[src/rtl/ycc_demux_pkg.sv]
// Shared definitions for the 4:2:2 byte-stream demultiplexer.
// Assumes a fixed four-byte group: Cb, Y, Cr, Y.
package ycc_demux_pkg;

    localparam int GROUP_BYTES = 4;
    localparam int PHASE_W     = $clog2(GROUP_BYTES);

    typedef enum logic [PHASE_W-1:0] {
        PH_CB = 2'd0,
        PH_Y0 = 2'd1,
        PH_CR = 2'd2,
        PH_Y1 = 2'd3
    } ycc_phase_e;

endpackage

[src/rtl/ycc_qualify.sv]
// Input qualifier: forms the per-byte accept term and detects the falling
// edges of the active-video and vertical references.
// Assumes all inputs are already synchronous to clk.
module ycc_qualify (
    input  logic clk,
    input  logic rst_n,
    input  logic vactive,
    input  logic dvalid,
    input  logic dvalid_en,
    input  logic vref,
    output logic accept,
    output logic act_fall,
    output logic ref_fall
);

    logic vact_q;
    logic vref_q;

    // Keep the previous samples of the two references.
    always_ff @(posedge clk) begin
        if (!rst_n) begin
            vact_q <= 1'b0;
            vref_q <= 1'b0;
        end else begin
            vact_q <= vactive;
            vref_q <= vref;
        end
    end

    // Accept term and falling-edge detection.
    always_comb begin
        accept   = vactive & (dvalid | ~dvalid_en);
        act_fall = vact_q & ~vactive;
        ref_fall = vref_q & ~vref;
    end

endmodule

[src/rtl/ycc_group_asm.sv]
// Group assembler: tracks the byte phase, holds the first three bytes of a
// group and issues the full group on the fourth accepted byte.
// Assumes accept is only high while vactive is high.
module ycc_group_asm
    import ycc_demux_pkg::*;
#(
    parameter int DATA_W = 8
) (
    input  logic              clk,
    input  logic              rst_n,
    input  logic [DATA_W-1:0] din,
    input  logic              accept,
    input  logic              vactive,
    output logic              pair_valid,
    output logic [DATA_W-1:0] pair_cb,
    output logic [DATA_W-1:0] pair_y0,
    output logic [DATA_W-1:0] pair_cr,
    output logic [DATA_W-1:0] pair_y1,
    output logic              pair_sol,
    output logic              group_err
);

    localparam int HOLD_SLOTS = GROUP_BYTES - 1;

    ycc_phase_e        phase_q;
    logic              sol_pend_q;
    logic [DATA_W-1:0] slot_q [HOLD_SLOTS];

    // Byte phase and line-start tracking; blanking returns to the Cb slot.
    always_ff @(posedge clk) begin
        if (!rst_n) begin
            phase_q    <= PH_CB;
            sol_pend_q <= 1'b1;
            group_err  <= 1'b0;
        end else begin
            group_err <= 1'b0;
            if (!vactive) begin
                group_err  <= (phase_q != PH_CB);
                phase_q    <= PH_CB;
                sol_pend_q <= 1'b1;
            end else if (accept) begin
                phase_q <= ycc_phase_e'(phase_q + 1'b1);
                if (phase_q == PH_Y1) begin
                    sol_pend_q <= 1'b0;
                end
            end
        end
    end

    // One holding register per leading byte slot.
    for (genvar i = 0; i < HOLD_SLOTS; i++) begin : g_slot
        // Capture the byte that arrives in this slot.
        always_ff @(posedge clk) begin
            if (!rst_n) begin
                slot_q[i] <= '0;
            end else if (accept && (phase_q == ycc_phase_e'(i))) begin
                slot_q[i] <= din;
            end
        end
    end

    // Issue the completed group one cycle after its last luma byte.
    always_ff @(posedge clk) begin
        if (!rst_n) begin
            pair_valid <= 1'b0;
            pair_sol   <= 1'b0;
            pair_cb    <= '0;
            pair_y0    <= '0;
            pair_cr    <= '0;
            pair_y1    <= '0;
        end else begin
            pair_valid <= 1'b0;
            pair_sol   <= 1'b0;
            if (vactive && accept && (phase_q == PH_Y1)) begin
                pair_valid <= 1'b1;
                pair_sol   <= sol_pend_q;
                pair_cb    <= slot_q[PH_CB];
                pair_y0    <= slot_q[PH_Y0];
                pair_cr    <= slot_q[PH_CR];
                pair_y1    <= din;
            end
        end
    end


    valid_single_chk: assert property (@(posedge clk) disable iff (!rst_n)
        pair_valid |=> !pair_valid);


    blank_no_pair_chk: assert property (@(posedge clk) disable iff (!rst_n)
        !vactive |=> !pair_valid);


    sol_with_pair_chk: assert property (@(posedge clk) disable iff (!rst_n)
        pair_sol |-> pair_valid);


    err_excl_chk: assert property (@(posedge clk) disable iff (!rst_n)
        group_err |-> !pair_valid);

endmodule

[src/rtl/ycc_field_track.sv]
// Field parity tracker: latches href at each trailing edge of vref.
// Assumes ref_fall marks the edge on which vref is first sampled low.
module ycc_field_track (
    input  logic clk,
    input  logic rst_n,
    input  logic ref_fall,
    input  logic href,
    output logic field_odd,
    output logic field_stb
);

    // Capture the parity and pulse the update strobe.
    always_ff @(posedge clk) begin
        if (!rst_n) begin
            field_odd <= 1'b0;
            field_stb <= 1'b0;
        end else begin
            field_stb <= ref_fall;
            if (ref_fall) begin
                field_odd <= href;
            end
        end
    end


    field_capture_chk: assert property (@(posedge clk) disable iff (!rst_n)
        field_stb |-> (field_odd == $past(href)));

endmodule

[src/rtl/ycc_line_count.sv]
// Line byte counter: counts accepted bytes of one active period and reports
// the total, limited to MAX_LINE_BYTES, when the period ends.
// Assumes act_fall is high only on the first blank sample after a line.
module ycc_line_count #(
    parameter int MAX_LINE_BYTES = 1440,
    localparam int CNT_W = $clog2(MAX_LINE_BYTES + 1)
) (
    input  logic             clk,
    input  logic             rst_n,
    input  logic             accept,
    input  logic             act_fall,
    output logic             line_done,
    output logic [CNT_W-1:0] line_bytes
);

    localparam logic [CNT_W-1:0] CNT_MAX = CNT_W'(MAX_LINE_BYTES);

    logic [CNT_W-1:0] cnt_q;

    // Running count and end-of-line report.
    always_ff @(posedge clk) begin
        if (!rst_n) begin
            cnt_q      <= '0;
            line_bytes <= '0;
            line_done  <= 1'b0;
        end else begin
            line_done <= act_fall;
            if (act_fall) begin
                line_bytes <= cnt_q;
                cnt_q      <= '0;
            end else if (accept && (cnt_q < CNT_MAX)) begin
                cnt_q <= cnt_q + 1'b1;
            end
        end
    end


    line_limit_chk: assert property (@(posedge clk) disable iff (!rst_n)
        line_bytes <= CNT_MAX);


    line_done_pulse_chk: assert property (@(posedge clk) disable iff (!rst_n)
        line_done |=> !line_done);

endmodule

[src/rtl/ycc_stream_demux.sv]
// Top level of the 4:2:2 byte-stream demultiplexer. Splits a Cb,Y,Cr,Y byte
// stream into parallel groups, tracks field parity and counts line bytes.
// Assumes inputs are synchronous to clk; no embedded timing codes present.
module ycc_stream_demux #(
    parameter int DATA_W         = 8,
    parameter int MAX_LINE_BYTES = 1440,
    localparam int CNT_W = $clog2(MAX_LINE_BYTES + 1)
) (
    input  logic              clk,
    input  logic              rst_n,
    input  logic [DATA_W-1:0] pix_byte,
    input  logic              vref,
    input  logic              href,
    input  logic              vactive,
    input  logic              dvalid,
    input  logic              dvalid_en,
    output logic              pair_valid,
    output logic [DATA_W-1:0] pair_cb,
    output logic [DATA_W-1:0] pair_y0,
    output logic [DATA_W-1:0] pair_cr,
    output logic [DATA_W-1:0] pair_y1,
    output logic              pair_sol,
    output logic              group_err,
    output logic              field_odd,
    output logic              field_stb,
    output logic              line_done,
    output logic [CNT_W-1:0]  line_bytes
);

    logic accept;
    logic act_fall;
    logic ref_fall;

    ycc_qualify u_qualify (
        .clk      (clk),
        .rst_n    (rst_n),
        .vactive  (vactive),
        .dvalid   (dvalid),
        .dvalid_en(dvalid_en),
        .vref     (vref),
        .accept   (accept),
        .act_fall (act_fall),
        .ref_fall (ref_fall)
    );

    ycc_group_asm #(.DATA_W(DATA_W)) u_group (
        .clk       (clk),
        .rst_n     (rst_n),
        .din       (pix_byte),
        .accept    (accept),
        .vactive   (vactive),
        .pair_valid(pair_valid),
        .pair_cb   (pair_cb),
        .pair_y0   (pair_y0),
        .pair_cr   (pair_cr),
        .pair_y1   (pair_y1),
        .pair_sol  (pair_sol),
        .group_err (group_err)
    );

    ycc_field_track u_field (
        .clk      (clk),
        .rst_n    (rst_n),
        .ref_fall (ref_fall),
        .href     (href),
        .field_odd(field_odd),
        .field_stb(field_stb)
    );

    ycc_line_count #(.MAX_LINE_BYTES(MAX_LINE_BYTES)) u_line (
        .clk       (clk),
        .rst_n     (rst_n),
        .accept    (accept),
        .act_fall  (act_fall),
        .line_done (line_done),
        .line_bytes(line_bytes)
    );


    reset_quiet_chk: assert property (@(posedge clk)
        !rst_n |=> (!pair_valid && !group_err && !line_done && !field_stb));

endmodule

[config.mk]
export PLATFORM = sky130hd
export DESIGN_NAME = ycc_stream_demux
export DESIGN_NICKNAME = d
export VERILOG_FILES = /design/src/rtl/ycc_demux_pkg.sv /design/src/rtl/ycc_qualify.sv /design/src/rtl/ycc_group_asm.sv /design/src/rtl/ycc_field_track.sv /design/src/rtl/ycc_line_count.sv /design/src/rtl/ycc_stream_demux.sv
export SDC_FILE = /design/constraint.sdc
export NUM_CORES = 1
export LEC_CHECK = 0
export ABC_AREA = 1
export ABC_CLOCK_PERIOD_IN_PS = 3700
export BUFFER_PORTS_ARGS = -buffer_cell sky130_fd_sc_hd__buf_2
export CAP_MARGIN = 15
export CELL_PAD_IN_SITES_DETAIL_PLACEMENT = 1
export CELL_PAD_IN_SITES_GLOBAL_PLACEMENT = 1
export CORE_MARGIN = 1
export CORE_UTILIZATION = 40
export DETAILED_ROUTE_END_ITERATION = 10
export HOLD_SLACK_MARGIN = 0.06
export PLACE_DENSITY = 0.76
export SYNTH_ARGS = -nofsm -noshare
export SYNTH_HDL_FRONTEND = slang
export SYNTH_HIERARCHICAL = 1
export SYNTH_SLANG_ARGS = --single-unit
[constraint.sdc]
create_clock -name clk -period 3.7 [get_ports clk]
set_input_delay 0.74 -clock clk [delete_from_list [all_inputs] [get_ports clk]]
set_output_delay 0.74 -clock clk [all_outputs]
set_load 0.005 [all_outputs]
==> reports/results.txt <==
syn_nets = 473
CTS Buf Count = 9
Static Leak = 2.18 nW
Hold Buf Count CTS = 0
post-CTS setup buffers = 0
Vias per Instance = 4.61
largest net degree at the start of global routing = 67
area growth from synthesis to layout = 16.1%
Residual DRC = 0
fraction of registers with async set/reset = 0%
Worst R2R Setup Slack = 2.09 ns
cell mode on critical path = nand2_1
min Tclk post-route = 1.90 ns
vias in the first global route = 2992
final worst-path cycle share = 51.4%
CP startpoint = vactive
Inserted Diodes = 0
Crit path max-delay family = buffers and inverters
Worst slew margin = 56.7%
maximum VDD drop = 0.213 mV
worst path arrival time = 2.18 ns
post-synth cell types = 26
GR Overflow Total = 0
most frequent cells in the layout = nand2_1, nor2_1, inv_1, dfxtp_1, buf_2
yosys warns = 6
final hold vios = 0
post-synthesis sequential element count = 89
Post-synth EDFFs = 24
multi-input logic area = 0.00123 mm2
Synth top area share = 36.1%
global placement routability congestion = 0.763
Mapped Cells = 453
Mean Syn Cell Area = 7.96 um2
GRT Total Usage = 18.1%
I/O Pins = 64
fin util = 48.0%
antenna violations before repair = 0
CTS Sinks = 89
Detailed Routing Iterations Pass 1 = 6
via count = 2900
setup repair after global routing missed its margin = no
sequential area share after synthesis = 56.1%
Synth Cell Area = 0.00360 mm2
Hold Startpoint = u_line/line_bytes[4]
Top FF cell, synth = dfxtp_1
layout cells sized above 1 = 18.6%
most common cell after layout, fill and taps aside = nand2_1
DR iter-0 viols = 81
FF-to-FF Start = u_group/phase_q[0]
critical path fanouts, max = 66
max-slew violations = 0
FP Rows = 34
H-tree depth reported by CTS = 3
CTS root buf = clkbuf_8
CTS tree = done
core area = 0.00872 mm2
critical path required time = 3.98 ns
Resized cells post-CTS = 0
final WL = 8030 um
drt wl/cell = 12.8 um
first-pass GRT wire length = 13800 um
Fmax achieved = 525 MHz
fillcell total = 1102
FF/Latch Area = 0.00202 mm2
clock transition at the registers of the reported paths = 0.08 ns
Critical path buffers and inverters = 3
Maximum Capacitance Violations = 0
Max stage delay on crit path = 0.43 ns
Synth area leaders = dfxtp_1, edfxtp_1, nand2_1
port buffer count = 63
type of origin of the critical path = primary input
Crit Path Class = primary input to flip-flop
worst path cell trace = buf_2, inv_1, a21oi_2, nand3_2, buf_4, nand2_1, nand2_1, nor2_1
clock latency at the later pin of the worst-skew pair = 0.34 ns
final setup TNS = 0 ns
CTS max path bufs = 2
die area = 0.00940 mm2
# setup viols final = 0
final antenna-violating net count = 0
Die W = 96.9 um
DIE HEIGHT = 96.9 um
initial core utilization = 41.3%
Worst setup EP type = flip-flop
run status = complete, no violations
biggest area consumer among synthesized cells = dfxtp_1
HP Class = flip-flop to flip-flop
power per cell area = 419 mW/mm2
Least-Margin Pin Slew = 0.649 ns
Nets = 536
Worst path slowest cell = a21oi_2
DPL Wire Length = 5670 um
clock skew = 0.00848 ns
-- metrics by stage --
step | cell area (um2) | power [W] | cells | setup slack (ns) | hold slack (ns)
global placement | 3990 | 0.00112 | 613 | 1.52 | 0.431
finish | 4190 | 0.00176 | 629 | 1.80 | 0.463
detailed placement | 3990 | 0.00112 | 613 | 1.43 | 0.452
CTS | 4190 | 0.00178 | 629 | 1.79 | 0.471
floorplan | 3600 | 0.00109 | 453 | 1.93 | 0.434
global route | 4190 | 0.00183 | 629 | 1.62 | 0.477
-- where the power goes --
part           switching, W  internal [W]  total [W]
sequential       0.00000755       0.00102    0.00103
clock              0.000349      0.000311   0.000660
combinational     0.0000521     0.0000184  0.0000706
total              0.000409       0.00135    0.00176
-- path summary, 6_finish.rpt --
path | endpoint | depth (start not counted)
hold / removal | u_line/line_bytes[4] | 2
setup reg to reg | u_group/pair_cb[1] | 6
hold reg to reg | u_line/line_bytes[4] | 2
setup / recovery | u_group/pair_y1[5] | 8
-- sequential cells by signal, indices dropped and copies added (netlist names) --
register and flops:
u_qualify/vact_q 1, u_line/line_bytes 11, u_group/sol_pend_q 1, u_group/pair_cr 8, u_group/group_err 1, u_group/pair_y0 8
u_line/line_done 1, u_group/pair_valid 1, u_line/cnt_q 11, u_group/slot_q 24, u_group/pair_sol 1, u_field/field_odd 1
u_group/pair_y1 8, u_field/field_stb 1, u_group/phase_q 2, u_qualify/vref_q 1, u_group/pair_cb 8
-- synthesized netlist by cell type, types with 2 or more instances --
cell type,instances
nand2_1,128
nor2_1,98
inv_1,68
dfxtp_1,65
edfxtp_1,24
a21oi_1,12
buf_2,9
o21ai_0,9
nand3_1,7
ha_1,5
xor2_1,4
buf_6,3
nand3_2,3
a21oi_2,2
clkbuf_1,2
inv_2,2
nor2_2,2
nor3_2,2
-- layer usage --
layer	track usage, %	wire (um)	vias up
met5	0	0	-
met4	5.63	72	0
met3	3.97	281	4
met2	31.9	4010	46
met1	22.1	3670	1371
li1	-	-	1479
-- area by class of cell --
class                      instances  share of cell area, %
sequential                        89                   48.3
multi-input combinational        280                   29.5
timing repair buffer              66                   8.07
inverter                          70                   6.28
tap                              108                   3.23
clock buffer                       9                   2.96
clock inverter                     7                   1.70
-- kinds of logic (layout without fill, tap and decap cells) --
kind of cell,after synthesis,in the layout,synth area share (%)
AO/OA/AOI/OAI,25,25,3.82
XOR/XNOR,4,4,0.972
adder cells (fa/ha/maj),5,5,1.74
buffers and inverters,84,152,9.68
flip-flops,89,89,56.1
AND/OR/NAND/NOR,246,246,27.7
-- worst min-delay path: stages, from the launching register on --
cell and delay [ns]:
dfxtp_1 0.31, nand2_1 0.06, nand2_1 0.05
(Power assumes the default switching activity.)
